**config.mk**
```make
export PLATFORM = sky130hd
export DESIGN_NAME = core_pin_merge
export DESIGN_NICKNAME = d
export VERILOG_FILES = /design/src/rtl/core_pin_pkg.sv /design/src/rtl/core_pin_ctrl.sv /design/src/rtl/core_pin_datapath.sv /design/src/rtl/core_pin_merge.sv
export SDC_FILE = /design/constraint.sdc
export NUM_CORES = 1
export LEC_CHECK = 0
export BUFFER_PORTS_ARGS = -buffer_cell sky130_fd_sc_hd__buf_2
export CAP_MARGIN = 10
export CORE_AREA = 10 10 357 290
export CTS_CLUSTER_DIAMETER = 60
export DETAILED_ROUTE_END_ITERATION = 7
export DIE_AREA = 0 0 367 300
export GPL_ROUTABILITY_DRIVEN = 0
export GPL_TIMING_DRIVEN = 0
export PLACE_DENSITY_LB_ADDON = 0.15
export SLEW_MARGIN = 20
export SYNTH_ARGS = -nofsm -noshare
export SYNTH_HDL_FRONTEND = slang
export SYNTH_SLANG_ARGS = --single-unit
```
**constraint.sdc**
```tcl
create_clock -name clk -period 1.5 [get_ports clk]
set_clock_uncertainty 0.1 [all_clocks]
set_input_delay 0.375 -clock clk [delete_from_list [all_inputs] [get_ports clk]]
set_output_delay 0.375 -clock clk [all_outputs]
set_load 0.005 [all_outputs]
```
**src/rtl/core_pin_pkg.sv**
```systemverilog
package core_pin_pkg;

  // Per-core strobes from control to datapath.
  typedef struct packed {
    logic clr;    // force both vectors to zero
    logic dirLd;  // load direction vector
    logic outLd;  // load output vector
  } coreStrobe_t;

endpackage

```
**src/rtl/core_pin_ctrl.sv**
```systemverilog
module core_pin_ctrl
  import core_pin_pkg::*;
#(
  parameter int NCORE = 8
) (
  input  logic [NCORE-1:0] coreRun,
  input  logic [NCORE-1:0] wrEn,
  input  logic [NCORE-1:0] wrSel,
  output coreStrobe_t [NCORE-1:0] stb
);

  // A stopped core is cleared and its writes are dropped (stop wins).
  for (genvar c = 0; c < NCORE; c++) begin : g_core
    always_comb begin
      stb[c].clr   = ~coreRun[c];
      stb[c].dirLd = coreRun[c] & wrEn[c] & ~wrSel[c];
      stb[c].outLd = coreRun[c] & wrEn[c] &  wrSel[c];
    end
  end

endmodule

```
**src/rtl/core_pin_datapath.sv**
```systemverilog
module core_pin_datapath
  import core_pin_pkg::*;
#(
  parameter int NCORE     = 8,
  parameter int NPIN      = 32,
  parameter int SYNCSTAGE = 2
) (
  input  logic                    clk,
  input  logic                    rst,
  input  coreStrobe_t [NCORE-1:0] stb,
  input  logic [NCORE*NPIN-1:0]   wrData,
  input  logic [NPIN-1:0]         padIn,
  output logic [NPIN-1:0]         padOe,
  output logic [NPIN-1:0]         padOut,
  output logic [NPIN-1:0]         pinLevel
);

  localparam int DATAW = NCORE * NPIN;

  logic [DATAW-1:0] dirFlat;
  logic [DATAW-1:0] outFlat;

  // Private register pair per core.
  for (genvar c = 0; c < NCORE; c++) begin : g_core
    logic [NPIN-1:0] dirReg;
    logic [NPIN-1:0] outReg;

    always_ff @(posedge clk) begin
      if (rst || stb[c].clr) begin
        dirReg <= '0;
        outReg <= '0;
      end else begin
        if (stb[c].dirLd) dirReg <= wrData[c*NPIN +: NPIN];
        if (stb[c].outLd) outReg <= wrData[c*NPIN +: NPIN];
      end
    end

    assign dirFlat[c*NPIN +: NPIN] = dirReg;
    assign outFlat[c*NPIN +: NPIN] = outReg;
  end

  // Wired-OR merge with per-core direction masking.
  logic [NPIN-1:0] oeMerge;
  logic [NPIN-1:0] valMerge;

  always_comb begin
    oeMerge  = '0;
    valMerge = '0;
    for (int c = 0; c < NCORE; c++) begin
      oeMerge  = oeMerge  | dirFlat[c*NPIN +: NPIN];
      valMerge = valMerge | (dirFlat[c*NPIN +: NPIN] & outFlat[c*NPIN +: NPIN]);
    end
  end

  always_ff @(posedge clk) begin
    if (rst) begin
      padOe  <= '0;
      padOut <= '0;
    end else begin
      padOe  <= oeMerge;
      padOut <= valMerge;
    end
  end

  // Read-back synchroniser chain.
  logic [NPIN-1:0] syncChain [SYNCSTAGE];

  for (genvar s = 0; s < SYNCSTAGE; s++) begin : g_sync
    always_ff @(posedge clk) begin
      if (rst) syncChain[s] <= '0;
      else if (s == 0) syncChain[s] <= padIn;
      else syncChain[s] <= syncChain[(s == 0) ? 0 : s-1];
    end
  end

  assign pinLevel = syncChain[SYNCSTAGE-1];

endmodule

```
**src/rtl/core_pin_merge.sv**
```systemverilog
module core_pin_merge
  import core_pin_pkg::*;
#(
  parameter int NCORE = 8,
  parameter int NPIN  = 32
) (
  input  logic                  clk,
  input  logic                  rst,
  input  logic [NCORE-1:0]      coreRun,
  input  logic [NCORE-1:0]      wrEn,
  input  logic [NCORE-1:0]      wrSel,
  input  logic [NCORE*NPIN-1:0] wrData,
  input  logic [NPIN-1:0]       padIn,
  output logic [NPIN-1:0]       padOe,
  output logic [NPIN-1:0]       padOut,
  output logic [NPIN-1:0]       pinLevel
);

  coreStrobe_t [NCORE-1:0] stb;

  core_pin_ctrl #(.NCORE(NCORE)) u_ctrl (
    .coreRun(coreRun),
    .wrEn   (wrEn),
    .wrSel  (wrSel),
    .stb    (stb)
  );

  core_pin_datapath #(.NCORE(NCORE), .NPIN(NPIN), .SYNCSTAGE(2)) u_dp (
    .clk     (clk),
    .rst     (rst),
    .stb     (stb),
    .wrData  (wrData),
    .padIn   (padIn),
    .padOe   (padOe),
    .padOut  (padOut),
    .pinLevel(pinLevel)
  );

endmodule

```
==> Word level (Yosys, flattened, before mapping) <==
Memory sizes are Yosys's and may differ from the RTL's.
Index checks and enable logic that the tools add are counted.
{ "op_classes": {"n_mux": 5, "bitwise": 64, "reduce_logical": 8} }
{ "ops": {"columns": ["cell", "count"], "rows": [
  ["32-bit bitwise OR", 14],
  ["32-bit bitwise AND", 8],
  ["32-bit two-way mux", 2],
  ["1-bit bitwise AND", 24],
  ["1-bit NOT", 16],
  ["1-bit logical OR", 8],
  ["1-bit two-way mux", 3],
  ["1-bit bitwise OR", 2]
]} }
{ "totals": {"register_bits": 576, "ramBits": 64, "inputBits": 314, "out_inout_bits": 96, "word_cells": 96, "mem_count": 1} }
{ "memory_table": {"columns": ["memory", "depth", "width", "read_ports", "rd_ports_with_merged_regs", "wr", "line", "rtl"], "rows": [
  ["u_dp.syncChain", 2, 32, 2, 0, 2, "core_pin_datapath.sv:66", "logic [NPIN-1:0] syncChain [SYNCSTAGE];"]
]} }

==> Logic depth before layout (Yosys ltp) <==
Gate-level depths: netlist (run 1).
{ "logic_depth": {"word_depth": 8, "depth_mapped": 5, "depth_no_buf": 3} }

==> Hierarchy <==
From an unflattened synthesis (run 1), not the netlist that was laid out.
{ "unflattened": {"cells_unflattened": 2151, "hier_area_um2": 23262.3} }
{ "by_module_without_submodules": {"columns": ["mod", "instances", "cells_each", "area_each_um2"], "rows": [
  ["core_pin_datapath", 1, 2127, 23103.4],
  ["core_pin_ctrl", 1, 24, 158.9]
]} }

==> Worst setup path before layout (run 1) <==
Ideal clock, no wire load.
{ "synth_path": {"path_kind": "input to register", "startpoint": "input rst", "endpoint": "register u_dp.g_core[0].dirReg[10]", "setup_ns": 0.125, "t_arrival_ns": 1.061, "setup_slack_ns": 0.214, "stages": 5, "cell_sequence": "buf_2 nand2b_1 buf_2 buf_2 a21oi_2"} }
{ "synth_via": {"elab_chain_len": 1} }
{ "synth_rtl": {"columns": ["element", "line", "rtl"], "rows": [
  ["from (decl)", "core_pin_merge.sv:8", "input logic rst,"],
  ["1-bit logical OR", "core_pin_datapath.sv:29", "if (rst || stb[c].clr) begin"],
  ["to (signal assigned)", "core_pin_datapath.sv:33", "if (stb[c].dirLd) dirReg <= wrData[c*NPIN +: NPIN];"],
  ["to (decl)", "core_pin_datapath.sv:25", "logic [NPIN-1:0] dirReg;"]
]} }
Every way passes these cells.
A chain may end at the register's enable or synchronous reset.

==> Worst setup path after layout (run 1) <==
{ "layout_path": {"startpoint": "register u_dp.padOut[0]", "endpoint": "output padOut[0]"} }
{ "layout_rtl": {"columns": ["element", "line", "rtl"], "rows": [
  ["from (decl)", "core_pin_datapath.sv:14", "output logic [NPIN-1:0] padOut,"],
  ["from (signal assigned)", "core_pin_datapath.sv:61", "padOut <= valMerge;"],
  ["to (decl)", "core_pin_merge.sv:15", "output logic [NPIN-1:0] padOut,"]
]} }
No word-level cell between the ends.

==> results of run 1 <==
==> per-layer routing <==
metal | vias to the layer above | part of all wire (%) | GRT usage (%) | wire length (µm)
met3 | 166 | 7.6 | 5.49 | 8610
met4 | 34 | 2.4 | 4.98 | 2690
met2 | 720 | 44 | 30.3 | 49300
li1 | 10734 | - | - | -
met5 | - | 0.19 | 0 | 210
met1 | 10565 | 46 | 27.2 | 52500
==> cells by family (layout without fill, tap and decap cells) <==
kind of cell    count (synthesis)  in the layout  share of synthesized area, %
compound gates                704            704                          21.8
buf+inv                       183           1017                          3.87
flops                         640            640                          53.7
other cells                     0             11                             0
simple gates                 1192           1192                          20.6
==> synthesized netlist by cell type, drive strengths merged <==
library cell  instances
and3                  8
dfxtp               640
and3b                 8
nor4                 64
nand2              1024
a41oi                32
a22oi               128
nand2b                8
clkbuf               34
a21oi               544
nand3b                8
nand3                 8
nor2b                64
buf                 149
==> repair_timing <==
action | in CTS | in global routing
hold buffers | 288 | 0
gates resized for setup | 51 | 58
endpoints found under the setup margin | 106 | 141
hold endpoints to repair | 544 | 0
==> layout by cell type (no fill, tap or decap), drive strengths merged <==
master and count:
dfxtp 640, nand2b 8, nand3 8, nor4 64, bufinv 12, clkinv 9, a41oi 32, and3b 8
and3 8, nand2 1024, buf 556, nor2b 64, a21oi 544, clkinvlp 6, nand3b 8, dlygate4sd3 288
inv 6, clkbuf 140, a22oi 128, diode 11
==> worst max-delay path by stage <==
stage                                          from  slack, ns                                     end
after floorplan                                 rst       0.21  u_dp.g_core[0].dirReg[10]$_SDFFE_PP0P_
after global placement                          rst      -0.88              u_dp.padOut[16]$_SDFF_PP0_
after detailed placement                        rst      -0.84              u_dp.padOut[16]$_SDFF_PP0_
after CTS                 u_dp.padOe[31]$_SDFF_PP0_      -0.14                               padOe[31]
after global routing      u_dp.padOe[31]$_SDFF_PP0_      -0.13                               padOe[31]
final                     u_dp.padOut[0]$_SDFF_PP0_      -0.08                               padOut[0]
==> worst reg2reg max path, stage by stage (launching register included) <==
cell     delay, ns
dfxtp_1       0.37
a22oi_1       0.51
a41oi_1       0.29
==> stage by stage <==
| stage | cell area, µm² | hold WS (ns) | setup TNS, ns | power, µW | setup WS, ns |
|---|---|---|---|---|---|
| 2_1_floorplan | 23900 | 0.314 | 0 | 19000 | 0.214 |
| 3_3_place_gp | 27500 | 0.317 | -243.42 | 20500 | -0.880 |
| 3_5_place_dp | 27500 | 0.320 | -243.81 | 20500 | -0.838 |
| 4_1_cts | 33300 | 0.149 | -6.61 | 41500 | -0.141 |
| 5_1_grt | 33500 | 0.194 | -7.29 | 42400 | -0.128 |
| 6_report | 33500 | 0.183 | -1.94 | 41100 | -0.0828 |
==> layout make-up <==
type / instances / area (µm²) / share of cell area, %
Sequential cell: 640 / 12900 / 38.5
Multi-Input combinational cell: 1896 / 10100 / 30.2
Timing Repair Buffer: 696 / 5210 / 15.5
Clock buffer: 105 / 2170 / 6.48
Tap cell: 1300 / 1630 / 4.86
Buffer: 183 / 930 / 2.77
Clock inverter: 33 / 531 / 1.58
Antenna cell: 11 / 27.5 / 0.0822
==> power groups by stage <==
| stage | Combinational, µW | Sequential (µW) | Clock [µW] |
|---|---|---|---|
| after floorplan | 1180 | 17800 | 0 |
| after global placement | 2640 | 17900 | 0 |
| after detailed placement | 2630 | 17900 | 0 |
| after CTS | 3300 | 17500 | 20700 |
| after global routing | 3550 | 17600 | 21300 |
| final | 3300 | 17500 | 20200 |
==> sequential cells by signal, indices dropped and copies added, names as in the netlist <==
name / flops
u_dp.g_core.dirReg: 256
u_dp.g_core.outReg: 256
u_dp.padOe: 32
u_dp.padOut: 32
u_dp.syncChain: 64
==> flow_summary.toml, run 1 <==
[worst_setup_path]
critPathKind = "reg2out"
worst_r2r_path_depth = 2
slowest_delay_ns = 0.36
crit_chain = "buf_6"
cp.arrival_ns = 1.11
path_delay_family = "flip-flops"
cp_slowest_cell = "dfxtp_4"
regToRegEndpoint = "u_dp.padOut[24]$_SDFF_PP0_"
worstSetupEndpointType = "primary output"
timing.rr.start = "u_dp.g_core[5].dirReg[24]$_SDFFE_PP0P_"
cp-start-kind = "register"
crit_cells = 1
crit_required_ns = 1.02
reg2reg_slack_ns = 0.05
critPathMaxFanout = 1
path_buf_inv = 1

[layout]
syn_to_final_growth_pct = 40.5
finish.utilization_pct = 34.8
fin_nets = 3807
fillers = 10148
fin_cells = 4864
drive_above_1_share_pct = 29.9

[run]
drv_cap = 0

[floorplan]
initial_core_util_pct = 24.8
fp.coreArea_um2 = 96200
fp.dieW_um = 367
die_y_um = 300
pin_count = 410
dieArea_um2 = 110000
rows = 102

[min_path]
hp-class = "in2reg"
min_path_cells = 4
min_from = "coreRun[4]"
min_to = "u_dp.g_core[4].dirReg[0]$_SDFFE_PP0P_"

[route]
drtAntennaViolNets = 0
wl_per_cell_um = 23.3
via_per_inst = 4.57
dr.pass1.iters = 5
drt-total-wl_mm = 113
dr_total_vias = 22219
first_iter_violations = 1516
drc_errors = 0

[power_and_ir_drop]
p_int_uw = 30900
comb_power_share_pct = 8.0
vdd_ir_drop_max_mv = 0.706
p_clk_share_pct = 49.3
power.density_nw_per_um2 = 1230
power_frac_seq_pct = 42.7
p_leak_uw = 0.0116
switching_share_pct = 24.7
power.switching_uw = 10100

[clock_tree]
clk_pin_slew_worst_paths_ns = 0.06
insertion_delay_ns = 0.64
cts_tree = "done"
cts_buffer_depth = 3
postCtsSetupRepairBufs = 0
ctsHtreeMaxLevel = 3
clock_sinks = 640
numCtsBuffers = 76
root_buffer = "clkbuf_16"

[grt]
antenna_found_initial = 43
grt.total_usage_pct = 19.8
grt_max_degree = 14
grt_pass1_vias = 22094
grt_pass1_wl_mm = 160
grt-ovfl-total = 0

[run_status]
outcome = "finished with violations"
violations = "negative setup slack"

[timing]
max_freq_ghz = 0.632
layout_setup_ws_ns = -0.0828
layout_min_cycle_time_ns = 1.58
slew-limit-headroom_pct = 39.4
hold_viol = 0
slew_viol_final = 0
rsz0062_at_grt = "true"
finalSetupViolations = 87
finalCritPeriodShare_pct = 106
worstMarginPinSlew_ns = 0.909

[synthesis]
ys_seq_elements = 640
synth_top_area_share_pct = 53.7
yosysTopAreaCell = "dfxtp_1"
yosys-top-cells-area = "dfxtp_1, nand2_1, a21oi_2"
syn_nets = 3033
synth_area_um2 = 23900
ys_warn_count = 0
yosysUniqueCellTypes = 17
yosysSeqAreaShare_pct = 53.7
post_synth.cell_area_avg_um2 = 8.77
postSynthCellCount = 2719

[placement]
placedCellCount = 4427
port_buffers = 408
dp_hpwl_mm = 86.1
No activity file was read; power rests on OpenSTA's default activity.
==> run 2: changes to the inputs <==
--- a/config.mk
+++ b/config.mk
@@ -14,6 +14,7 @@
 export GPL_ROUTABILITY_DRIVEN = 0
 export GPL_TIMING_DRIVEN = 0
 export PLACE_DENSITY_LB_ADDON = 0.15
+export SKIP_CTS_REPAIR_TIMING = 1
 export SLEW_MARGIN = 20
 export SYNTH_ARGS = -nofsm -noshare
 export SYNTH_HDL_FRONTEND = slang
==> flow_summary.toml, run 2 (synthesis gave the netlist of run 1 again) <==
[run_status]
violations = "negative setup slack"
outcome = "finished with violations"

[grt]
grt-ovfl-total = 0
grt_pass1_wl_mm = 154
grt_max_degree = 14
antenna_found_initial = 43
grt_pass1_vias = 20636
grt.total_usage_pct = 19.3

[timing]
layout_setup_ws_ns = -0.0992
worstMarginPinSlew_ns = 0.934
rsz0062_at_grt = "true"
max_freq_ghz = 0.625
hold_viol = 0
slew_viol_final = 0
finalSetupViolations = 90
finalCritPeriodShare_pct = 107
layout_min_cycle_time_ns = 1.60
finalHoldWorstSlack_ns = 0.180
slew-limit-headroom_pct = 37.7

[worst_setup_path]
cp.arrival_ns = 1.12
slowest_delay_ns = 0.37
worstSetupEndpointType = "primary output"
critPathKind = "reg2out"
cp-start-kind = "register"
regToRegEndpoint = "u_dp.padOut[6]$_SDFF_PP0_"
timing.rr.start = "u_dp.g_core[2].dirReg[6]$_SDFFE_PP0P_"
critPathMaxFanout = 1
worst_r2r_path_depth = 2
crit_required_ns = 1.02
crit_chain = "buf_2"
reg2reg_slack_ns = 0.08
path_buf_inv = 1
path_delay_family = "flip-flops"
cp_slowest_cell = "dfxtp_2"

[route]
dr_total_vias = 22228
wl_per_cell_um = 23.3
drt-total-wl_mm = 113
drtAntennaViolNets = 0
dr.pass1.iters = 5
drc_errors = 0
first_iter_violations = 1594
via_per_inst = 4.57

[layout]
reg.largest.list = "u_dp.g_core.dirReg: 256 flops, u_dp.g_core.outReg: 256 flops, u_dp.syncChain: 64 flops"
fin_area_um2 = 33500
final_cell_mix = "nand2_1, dfxtp_1, buf_2, a21oi_2, dlygate4sd3_1"
finish.utilization_pct = 34.8
drive_above_1_share_pct = 29.9
syn_to_final_growth_pct = 40.4
fin_nets = 3807
final_common_cell = "nand2_1"

[power_and_ir_drop]
vdd_ir_drop_max_mv = 0.699
p_leak_uw = 0.0116
p_total_uw = 41100
power.density_nw_per_um2 = 1230

[min_path]
min_to = "u_dp.g_core[4].dirReg[31]$_SDFFE_PP0P_"
hp-class = "in2reg"
min_from = "coreRun[4]"
min_path_cells = 4

[clock_tree]
numCtsBuffers = 76
clk_pin_slew_worst_paths_ns = 0.06
root_buffer = "clkbuf_16"
ctsHtreeMaxLevel = 3
cts_buffer_depth = 3
insertion_delay_ns = 0.64
clock_sinks = 640
cts_tree = "done"

[floorplan]
die_y_um = 300
fp.coreArea_um2 = 96200
fp.dieW_um = 367
rows = 102
initial_core_util_pct = 24.8
pin_count = 410
dieArea_um2 = 110000

[run]
drv_cap = 0

[placement]
dpl_cell_area_um2 = 27500
dp_hpwl_mm = 86.1
port_buffers = 408
run 2: routing by layer:
metal / global-route usage (%) / part of all wire (%)
met5: 0 / 0.17
met4: 4.48 / 2.0
met3: 6.72 / 7.8
met2: 29.4 / 44
met1: 26.0 / 46
run 2: cell type report:
type                    count  area, µm²
fillers                 10141      62800
clock buffers             105       2170
well taps                1300       1630
flip-flops and latches    640      12900
diodes                     12       30.0
repair buffers            696       5180
clock inverters            33        531
multi-input cells        1896      10100
plain buffers             183        930
run 2: per-stage QoR:
stage	setup slack (ns)	setup TNS (ns)	instances
after floorplan	0.214	0	2719
after global placement	-0.880	-243.42	4427
after detailed placement	-0.838	-243.81	4427
after CTS	-0.214	-7.82	4565
after global routing	-0.138	-7.31	4858
final	-0.0992	-1.89	4865
run 2: worst max path at each step:
stage,start,endpoint,slack (ns),cells after the start
after floorplan,rst,u_dp.g_core[0].dirReg[10]$_SDFFE_PP0P_,0.21,5
after global routing,u_dp.padOut[0]$_SDFF_PP0_,padOut[0],-0.14,1
after global placement,rst,u_dp.padOut[16]$_SDFF_PP0_,-0.88,4
after detailed placement,rst,u_dp.padOut[16]$_SDFF_PP0_,-0.84,4
final,u_dp.padOut[0]$_SDFF_PP0_,padOut[0],-0.1,1
after CTS,u_dp.padOut[0]$_SDFF_PP0_,padOut[0],-0.21,1
run 2: power breakdown:
part           leakage (µW)  switching (µW)  internal (µW)
Sequential          0.00521             210          17300
Combinational       0.00512            1960           1340
Clock               0.00131            7970          12300
